==> src/rtl/rxr_pkg.sv <==
package rxr_pkg;
  localparam int IDX_W      = 12;
  localparam int LOG_MIN    = 5;
  localparam int LOG_MAX    = 12;
  localparam int TMO_W      = 8;
  localparam int UNIT_TICKS = 32;

  typedef enum logic [1:0] {
    CH_OFF   = 2'b00,
    CH_DRAIN = 2'b01,
    CH_RUN   = 2'b10,
    CH_RSVD  = 2'b11
  } ch_mode_e;

  typedef struct packed {
    logic [TMO_W-1:0] tmo;
    logic [1:0]       dest;
    logic [3:0]       lsz;
    logic [1:0]       mode;
  } cfg_t;

  // clamp the size exponent into its legal range
  function automatic logic [3:0] clamp_log(input logic [3:0] lsz);
    if (int'(lsz) < LOG_MIN) return 4'(LOG_MIN);
    if (int'(lsz) > LOG_MAX) return 4'(LOG_MAX);
    return lsz;
  endfunction

  // mask covering 2^lsz entries (wraps cleanly when lsz == IDX_W)
  function automatic logic [IDX_W-1:0] ring_mask(input logic [3:0] lsz);
    logic [IDX_W-1:0] one;
    one = 1;
    return (one << clamp_log(lsz)) - one;
  endfunction

  // host index reduced to ring size and rounded down to a multiple of 8
  function automatic logic [IDX_W-1:0] host_eff(input logic [IDX_W-1:0] widx,
                                                input logic [IDX_W-1:0] mask);
    return widx & mask & ~IDX_W'(7);
  endfunction
endpackage

==> src/rtl/rxr_idx.sv <==
module rxr_idx
  import rxr_pkg::*;
#(
  parameter int W = IDX_W
) (
  input  logic         clk,
  input  logic         rst_n,
  input  logic [W-1:0] mask_i,
  input  logic [W-1:0] host_widx_i,
  input  logic         adv_i,
  output logic [W-1:0] fetch_o,
  output logic         avail_o,
  output logic [W-1:0] stat_idx_o,
  output logic         stat_we_o
);
  logic [W-1:0] ridx_q;
  logic [W-1:0] ridx_m;
  logic [W-1:0] weff;

  assign ridx_m  = ridx_q & mask_i;
  assign weff    = host_eff(host_widx_i, mask_i);
  assign avail_o = (ridx_m != weff);
  assign fetch_o = ridx_m;

  always_ff @(posedge clk or negedge rst_n) begin
    if (!rst_n) begin
      ridx_q     <= '0;
      stat_idx_o <= '0;
      stat_we_o  <= 1'b0;
    end else begin
      stat_we_o <= adv_i;
      if (adv_i) begin
        ridx_q     <= (ridx_m + W'(1)) & mask_i;
        stat_idx_o <= ridx_m;
      end
    end
  end

  // status write-back carries the index that was current before the close
  p_stat_idx_r5: assert property (@(posedge clk) disable iff (!rst_n)
    stat_we_o |-> stat_idx_o == $past(ridx_m));
endmodule

==> src/rtl/rxr_tmr.sv <==
module rxr_tmr
  import rxr_pkg::*;
#(
  parameter int TW    = TMO_W,
  parameter int UNIT  = UNIT_TICKS,
  localparam int PW   = $clog2(UNIT)
) (
  input  logic          clk,
  input  logic          rst_n,
  input  logic          open_i,
  input  logic          tick_i,
  input  logic [TW-1:0] tmo_i,
  output logic          hit_o
);
  logic [PW-1:0] pre_q;
  logic [TW-1:0] units_q;

  always_ff @(posedge clk or negedge rst_n) begin
    if (!rst_n) begin
      pre_q   <= '0;
      units_q <= '0;
    end else if (!open_i) begin
      pre_q   <= '0;
      units_q <= '0;
    end else if (tick_i) begin
      if (pre_q == PW'(UNIT - 1)) begin
        pre_q <= '0;
        if (units_q != tmo_i) units_q <= units_q + TW'(1);
      end else begin
        pre_q <= pre_q + PW'(1);
      end
    end
  end

  assign hit_o = open_i && (tmo_i != '0) && (units_q == tmo_i);

  // no count survives a closed buffer
  p_tmr_clear_r6: assert property (@(posedge clk) disable iff (!rst_n)
    !open_i |=> (units_q == '0));
endmodule

==> src/rtl/rxr_chan.sv <==
module rxr_chan
  import rxr_pkg::*;
(
  input  logic       clk,
  input  logic       rst_n,
  input  logic [1:0] mode_i,
  input  logic       frm_start_i,
  input  logic       frm_end_i,
  input  logic       avail_i,
  input  logic       tmo_hit_i,
  output logic       open_o,
  output logic       close_o,
  output logic       idle_o
);
  logic run, drain, stop;
  logic accept, open_d;

  assign run   = (mode_i == CH_RUN);
  assign drain = (mode_i == CH_DRAIN);
  assign stop  = !run && !drain;

  assign accept  = run && avail_i && !open_o && frm_start_i;
  assign close_o = open_o && !stop && (frm_end_i || tmo_hit_i);

  always_comb begin
    open_d = open_o;
    if (stop)         open_d = 1'b0;
    else if (accept)  open_d = 1'b1;
    else if (close_o) open_d = 1'b0;
  end

  always_ff @(posedge clk or negedge rst_n) begin
    if (!rst_n) begin
      open_o <= 1'b0;
      idle_o <= 1'b1;
    end else begin
      open_o <= open_d;
      idle_o <= stop || (drain && !open_d);
    end
  end

  p_off_idle_r8: assert property (@(posedge clk) disable iff (!rst_n)
    (mode_i == CH_OFF) |=> idle_o);
  p_run_busy_r10: assert property (@(posedge clk) disable iff (!rst_n)
    (mode_i == CH_RUN) |=> !idle_o);
  p_drain_hold_r9: assert property (@(posedge clk) disable iff (!rst_n)
    (drain && !open_o) |=> !open_o);
endmodule

==> src/rtl/rx_ring_ctrl.sv <==
module rx_ring_ctrl
  import rxr_pkg::*;
#(
  parameter int W    = IDX_W,
  parameter int TW   = TMO_W,
  parameter int UNIT = UNIT_TICKS
) (
  input  logic         clk,
  input  logic         rst_n,
  input  logic [15:0]  cfg_i,
  input  logic [W-1:0] host_widx_i,
  input  logic         frm_start_i,
  input  logic         frm_end_i,
  input  logic         us_tick_i,
  output logic [W-1:0] fetch_idx_o,
  output logic [W-1:0] stat_idx_o,
  output logic         stat_we_o,
  output logic         irq_o,
  output logic         idle_o
);
  cfg_t         cfg;
  logic [W-1:0] mask;
  logic         avail, open_q, close, tmo_hit;
  logic         irq_q;

  assign cfg  = cfg_t'(cfg_i);
  assign mask = W'(ring_mask(cfg.lsz));

  rxr_chan u_chan (
    .clk        (clk),
    .rst_n      (rst_n),
    .mode_i     (cfg.mode),
    .frm_start_i(frm_start_i),
    .frm_end_i  (frm_end_i),
    .avail_i    (avail),
    .tmo_hit_i  (tmo_hit),
    .open_o     (open_q),
    .close_o    (close),
    .idle_o     (idle_o)
  );

  rxr_idx #(.W(W)) u_idx (
    .clk        (clk),
    .rst_n      (rst_n),
    .mask_i     (mask),
    .host_widx_i(host_widx_i),
    .adv_i      (close),
    .fetch_o    (fetch_idx_o),
    .avail_o    (avail),
    .stat_idx_o (stat_idx_o),
    .stat_we_o  (stat_we_o)
  );

  rxr_tmr #(.TW(TW), .UNIT(UNIT)) u_tmr (
    .clk   (clk),
    .rst_n (rst_n),
    .open_i(open_q),
    .tick_i(us_tick_i),
    .tmo_i (cfg.tmo),
    .hit_o (tmo_hit)
  );

  always_ff @(posedge clk or negedge rst_n) begin
    if (!rst_n) irq_q <= 1'b0;
    else        irq_q <= close && (cfg.dest == 2'b01);
  end
  assign irq_o = irq_q;

  p_irq_we_r7: assert property (@(posedge clk) disable iff (!rst_n)
    irq_o |-> stat_we_o);
  p_hold_r5: assert property (@(posedge clk) disable iff (!rst_n)
    (open_q && !close && $stable(cfg_i)) |=> (fetch_idx_o == $past(fetch_idx_o)) || !$stable(cfg_i));
endmodule

==> config.mk <==
export PLATFORM = sky130hd
export DESIGN_NAME = rx_ring_ctrl
export DESIGN_NICKNAME = d
export VERILOG_FILES = /design/src/rtl/rxr_pkg.sv /design/src/rtl/rxr_idx.sv /design/src/rtl/rxr_tmr.sv /design/src/rtl/rxr_chan.sv /design/src/rtl/rx_ring_ctrl.sv
export SDC_FILE = /design/constraint.sdc
export NUM_CORES = 1
export LEC_CHECK = 0
export BUFFER_PORTS_ARGS = -buffer_cell sky130_fd_sc_hd__buf_2
export CORE_MARGIN = 2
export CORE_UTILIZATION = 47
export CTS_BUF_LIST = sky130_fd_sc_hd__clkbuf_4
export DETAILED_ROUTE_END_ITERATION = 8
export PLACE_DENSITY = 0.82
export SLEW_MARGIN = 40
export SYNTH_ARGS = -nofsm -noshare
export SYNTH_HDL_FRONTEND = slang
export SYNTH_SLANG_ARGS = --single-unit
==> constraint.sdc <==
create_clock -name clk -period 1.78 [get_ports clk]
set_input_delay 0.178 -clock clk [delete_from_list [all_inputs] [get_ports clk]]
set_output_delay 0.178 -clock clk [all_outputs]
set_load 0.01 [all_outputs]
==> results of run 1 <==
## cell type report
class,count,share of cell area [%]
clock inverter,2,0.965
clock buffer,6,1.24
timing repair buffer,114,21.7
sequential,41,28.3
tap,72,2.48
inverter,15,1.55
multi-input combinational,204,43.8
## what timing repair did
item                                   in CTS  in global routing
gates cloned                                1                  1
pin swaps                                  17                 20
hold buffers                                2                  0
gates resized for setup                    10                 44
setup buffers                               6                  7
endpoints found under the hold margin      41                  0
setup endpoints to repair                  27                 35
## layout by cell type (no fill, tap or decap), types with 6 or more instances in the layout
master / count
xor2_1: 7
buf_2: 57
nor2_1: 12
nand4_1: 6
clkbuf_4: 6
buf_4: 46
xnor2_1: 13
nand2_2: 13
o21ai_1: 7
o21ai_0: 10
dfrtp_1: 39
nand3_1: 8
nor2b_1: 7
o211ai_1: 7
mux2_2: 6
nand2_1: 22
inv_1: 13
## registers in the layout (all words and copies together), names as in the netlist
signal and flops:
u_tmr.units_q 8, u_idx.ridx_q 12, irq_o 1, u_chan.open_o 1
u_tmr.pre_q 5, u_idx.stat_we_o 1, u_idx.stat_idx_o 12, u_chan.idle_o 1
## through the flow
step / area (um2) / cells / hold WS (ns) / setup WS [ns]
6_report: 3630 / 454 / 0.0514 / -0.168
5_1_grt: 3630 / 454 / 0.0589 / -0.248
4_1_cts: 3420 / 446 / 0.0542 / -0.121
3_5_place_dp: 3230 / 429 / 0.167 / -0.176
3_3_place_gp: 3230 / 429 / 0.165 / -0.136
2_1_floorplan: 2630 / 276 / -0.118 / 0.0124
## synth_stat cells (7+ instances only)
library cell	number	area, um2
o21ai_0	20	100
nand2_1	33	124
nand3_1	8	40.0
inv_1	14	52.6
nor2b_1	8	50.1
o211ai_1	7	52.6
xor2_1	7	61.3
nor2_1	12	45.0
xnor2_1	13	114
ha_1	8	100
clkbuf_1	8	30.0
dfrtp_1	40	1000
## worst paths after layout
path | depth (start not counted) | end | slack [ns] | start
min reg2reg | 2 | u_idx.stat_idx_o[7] | 0.50 | u_idx.stat_idx_o[7]
max in group asynchronous | 3 | u_chan.idle_o | 1.21 | rst_n
min | 2 | irq_o | 0.05 | cfg_i[6]
max reg2reg | 6 | u_tmr.units_q[0] | -0.17 | u_tmr.units_q[4]
max | 6 | u_tmr.units_q[0] | -0.17 | u_tmr.units_q[4]
min in group asynchronous | 3 | u_idx.stat_idx_o[3] | 0.28 | rst_n
## cells by family (layout without fill, tap and decap cells)
group | after synthesis | count (layout) | synth area share, %
XOR/XNOR | 20 | 20 | 6.73
AO/OA/AOI/OAI | 56 | 56 | 15.4
multiplexers | 8 | 8 | 3.37
buffers and inverters | 31 | 137 | 5.87
adder cells (fa/ha/maj) | 8 | 8 | 3.85
AND/OR/NAND/NOR | 110 | 110 | 25.2
flip-flops | 41 | 41 | 39.5
other | 1 | 2 | 0.144
## power by group
| group | total (W) | switching [W] | internal [W] |
|---|---|---|---|
| sequential | 0.00103 | 0.0000524 | 0.000976 |
| clock | 0.000649 | 0.000339 | 0.000310 |
| combinational | 0.000440 | 0.000235 | 0.000204 |
| total | 0.00212 | 0.000627 | 0.00149 |
## worst max-delay path, cell delays in order (launching register included)
cell and delay [ns]:
dfrtp_1 0.43, xnor2_1 0.18, nand4_1 0.21, o211ai_1 0.43
buf_4 0.23, nand2_1 0.08, mux2_2 0.28
## routing by layer
metal / vias up / wire (um) / global-route usage [%]
met5: - / 0 / 0
met4: 0 / 308 / 10.9
met3: 25 / 458 / 3.79
met2: 118 / 3570 / 37.5
met1: 1244 / 3180 / 29.5
li1: 1188 / - / -
==> summary.txt, run 1 <==
Worst min-delay path category -> input pin to flop
Die Width -> 78.4 um
Max-slew headroom -> 64.2%
Post-route DRC violation count -> 0
Slew Limit Fails -> 0
Mapped Avg Cell Area -> 9.46 um2
Critical Path Sink Type -> flop
Final nets -> 422
H-Tree Depth -> 2
Post-Synthesis Cell Area -> 2600 um2
Final wirelength -> 7.52 mm
Die Height -> 78.4 um
Library cells used by synthesis -> 62
IO Port Bufs -> 56
Clk sinks -> 41
I/O pins -> 60
Ratio of final minimum period to clock period -> 109%
Leakage -> 1.85 nW
Ys flop type -> dfrtp_1
Finish-stage setup viols -> 16
Initial antenna violation count -> 0
Failing checks -> setup timing
Die area -> 6150 um2
Via Count -> 2575
Clock Latency Late Sink -> 0.37 ns
Flip-flop and latch area -> 1030 um2
Crit path time final -> 1.95 ns
Gr usage total -> 22.9%
Largest net degree at the start of global routing -> 42
Pwr Density -> 583 nW/um2
Synth warn -> 0
Fin Setup TNS -> -1.38 ns
Fmax -> 0.513 GHz
CTS Buf Count -> 5
Post-DP HPWL -> 4.69 mm
Core area -> 5440 um2
Post-synthesis sequential element count -> 41
DRT Pass-1 Iters -> 5
Cells after Synth -> 275
Final WS setup -> -0.168 ns
Sequential fraction of the synthesis area -> 39.5%
Antenna Cells -> 0
CTS Buffer Depth -> 2
VDD IR-drop max -> 447 uV
GPL Wtd Cong -> 0.938
CTS tree -> done
Asr flop ratio synth -> 100%
Count of final hold-check violations -> 0
WS Path Type -> flop to flop
ANT nets after route -> 0
Max FO, Critical Path -> 5
Worst slew pin tran -> 0.531 ns
Row Count -> 27
Clk pin slew, worst setup/hold paths -> 0.13 ns
Number of synthesized flops with an enable pin -> 0
CP Launch Type -> flop
First-pass GRT wire length -> 11.0 mm
Area Overhead vs Synth -> 39.5%
RSZ-0062 raised after global routing -> yes
Layout cells sized above 1 -> 45.5%
Starting Density -> 47.8%
Clock Skews -> 0.00907 ns
Status -> complete, but fails checks
Area of the multi-input gates -> 1590 um2
Max Cap Viol -> 0
GRT overflow -> 0
Core Util, Final -> 66.8%
CP required -> 2.04 ns
# fillers -> 393
Root Driver -> clkbuf_4
Power Total -> 0.00212 W
Via density -> 5.67
Arrival @ worst endpoint -> 2.21 ns
Vias in the first global route -> 2336
WL/cell -> 16.6 um
1st-iter DRT viols -> 200
Note: power is estimated with default switching activity, not from simulation.
==> run 2, diff against run 1 <==
--- a/config.mk
+++ b/config.mk
@@ -11,7 +11,7 @@
 export CTS_BUF_LIST = sky130_fd_sc_hd__clkbuf_4
 export DETAILED_ROUTE_END_ITERATION = 8
 export PLACE_DENSITY = 0.82
-export SLEW_MARGIN = 40
+export SLEW_MARGIN = 20
 export SYNTH_ARGS = -nofsm -noshare
 export SYNTH_HDL_FRONTEND = slang
 export SYNTH_SLANG_ARGS = --single-unit
==> constraint.sdc (replaced) <==
create_clock -name clk -period 1.6 [get_ports clk]
set_input_delay 0.16 -clock clk [delete_from_list [all_inputs] [get_ports clk]]
set_output_delay 0.16 -clock clk [all_outputs]
set_load 0.01 [all_outputs]
==> summary.txt, run 2 (synthesis gave the netlist of run 1 again) <==
Via density -> 5.43 (-4.2%)
Antenna Cells -> 0 (unchanged)
Final wirelength -> 6.79 mm (-9.6%)
Row Count -> 27 (unchanged)
Worst min-delay path category -> input pin to flop
Ratio of final minimum period to clock period -> 114% (+5.0 points)
Fmax -> 0.546 GHz (+6.4%)
Vias in the first global route -> 2315 (-0.90%)
Clock Latency Late Sink -> 0.36 ns (about the same)
Gr usage total -> 21.6% (-1.3 points)
GPL Wtd Cong -> 0.796 (-15%)
Area Overhead vs Synth -> 42.3%
Status -> complete, but fails checks
CTS tree -> done
Pwr Density -> 589 nW/um2 (+0.97%)
Post-DP HPWL -> 4.68 mm (-0.27%)
Clk sinks -> 41 (unchanged)
Root Driver -> clkbuf_4
Max Cap Viol -> 0 (unchanged)
Slew Limit Fails -> 0 (unchanged)
Die Width -> 78.4 um (unchanged)
Final nets -> 435 (+3.1%)
Most common cell after layout, fill and taps aside -> buf_4
Setup slack, reg-to-reg -> -0.23 ns (-0.06 ns)
RSZ-0062 raised after global routing -> yes
IO Port Bufs -> 56 (unchanged)
Initial antenna violation count -> 0 (unchanged)
First-pass GRT wire length -> 10.5 mm (-4.7%)
GRT overflow -> 0 (unchanged)
# fillers -> 408 (+3.8%)
CP required -> 1.89 ns (-0.15 ns)
Largest net degree at the start of global routing -> 42 (unchanged)
Arrival @ worst endpoint -> 2.12 ns (-0.09 ns)
Clock Skews -> 0.0141 ns (+0.00507 ns)
Worst Reg-to-Reg Cells -> 7 (+1)
Via Count -> 2537 (-1.5%)
WS Path Type -> flop to flop
Most frequent cells in the layout -> buf_4, buf_2, dfrtp_1, nand2_1
Failing checks -> setup timing
Worst slew pin tran -> 0.540 ns (+0.00856 ns)
Area of the multi-input gates -> 1600 um2 (+0.39%)
Starting Density -> 47.8% (unchanged)
Count of final hold-check violations -> 0 (unchanged)
Leakage -> 1.89 nW (+2.3%)
Die Height -> 78.4 um (unchanged)
WL/cell -> 14.5 um (-12%)
Final WS setup -> -0.230 ns (-0.0625 ns)
Clk pin slew, worst setup/hold paths -> 0.11 ns (-0.02 ns)
Max FO, Critical Path -> 7 (+2)
CP Launch Type -> flop
Core Util, Final -> 68.1% (+1.3 points)
Flip-flop and latch area -> 1030 um2 (-0.12%)
Crit path time final -> 1.83 ns (-0.118 ns)
ANT nets after route -> 0 (unchanged)
Core area -> 5440 um2 (unchanged)
Finish-stage setup viols -> 36 (+20)
DRT Pass-1 Iters -> 5 (unchanged)
H-Tree Depth -> 2 (unchanged)
CTS Buf Count -> 5 (unchanged)
Post-route DRC violation count -> 0 (unchanged)
Power Total -> 0.00218 W (+3.0%)
Tightest hold margin -> 0.0666 ns (+0.0152 ns)
Layout cells sized above 1 -> 46.6% (+1.0 points)
DP Worst Slack -> -0.310 ns (-0.135 ns)
VDD IR-drop max -> 356 uV (-20%)
1st-iter DRT viols -> 77 (-62%)
I/O pins -> 60 (unchanged)
Max-slew headroom -> 64.0% (-0.20 points)
Die area -> 6150 um2 (unchanged)
Top Registers -> u_idx.ridx_q: 12 flops, u_idx.stat_idx_o: 12 flops, u_tmr.units_q: 8 flops
CTS Buffer Depth -> 2 (unchanged)
Critical Path Sink Type -> flop
Hold Path Cell Cnt -> 2 (unchanged)
## run 2: cell count changes in the layout (fill, tap and decap cells not counted), sizes merged
cell,previous run,this run
buf,111,124
clkinv,1,3
bufinv,1,0
clkbuf,7,6
## run 2: power breakdown
| part | total (W) | switching (W) | internal [W] | leakage [nW] |
|---|---|---|---|---|
| Clock | 0.000511 | 0.000352 | 0.000159 | 0.0300 |
| Combinational | 0.000553 | 0.000275 | 0.000278 | 1.30 |
| Sequential | 0.00112 | 0.0000332 | 0.00108 | 0.560 |
## run 2: layer usage
metal	part of all wire, %	global-route usage, %
met5	0	0
met4	2.6	7.19
met3	5.1	3.22
met2	48	36.3
met1	44	28.6
## run 2: per-stage QoR
| step | instance area [um2] | cells | setup TNS (ns) |
|---|---|---|---|
| 4_1_cts | 3530 | 456 | -2.53 |
| 5_1_grt | 3700 | 467 | -8.17 |
| 6_report | 3700 | 467 | -4.43 |
| 2_1_floorplan | 2710 | 276 | -0.751 |
| 3_5_place_dp | 3360 | 441 | -6.22 |
| 3_3_place_gp | 3360 | 441 | -4.71 |
## run 2: final timing paths
| path | startpoint | end |
|---|---|---|
| max | u_tmr.pre_q[0] | u_tmr.units_q[7] |
| min | cfg_i[6] | irq_o |
| max reg2reg | u_tmr.pre_q[0] | u_tmr.units_q[7] |
| min reg2reg | u_idx.stat_idx_o[0] | u_idx.stat_idx_o[0] |
| max in group asynchronous | rst_n | u_idx.ridx_q[0] |
| min in group asynchronous | rst_n | u_tmr.units_q[5] |
## run 2: area by class of cell
| cell class | count | share of cell area (%) |
|---|---|---|
| Clock buffer | 5 | 1.01 |
| Clock inverter | 3 | 0.338 |
| Inverter | 15 | 1.52 |
| Multi-Input combinational cell | 204 | 43.1 |
| Sequential cell | 41 | 27.7 |
| Tap cell | 72 | 2.43 |
| Timing Repair Buffer | 127 | 23.9 |
## run 2: critical path, cell delays in order (launching register included)
cell	delay (ns)
dfrtp_1	0.38
ha_2	0.18
and3_4	0.18
ha_4	0.14
o211ai_1	0.10
buf_4	0.18
or4b_1	0.51
o21ai_1	0.08
## run 2: what timing repair did
action,CTS,global route
setup buffers,5,9
hold buffers,2,0
resized for setup,21,24
endpoints found under the hold margin,41,0
pin swaps,14,9
cloned,0,2
setup endpoints to repair,37,39
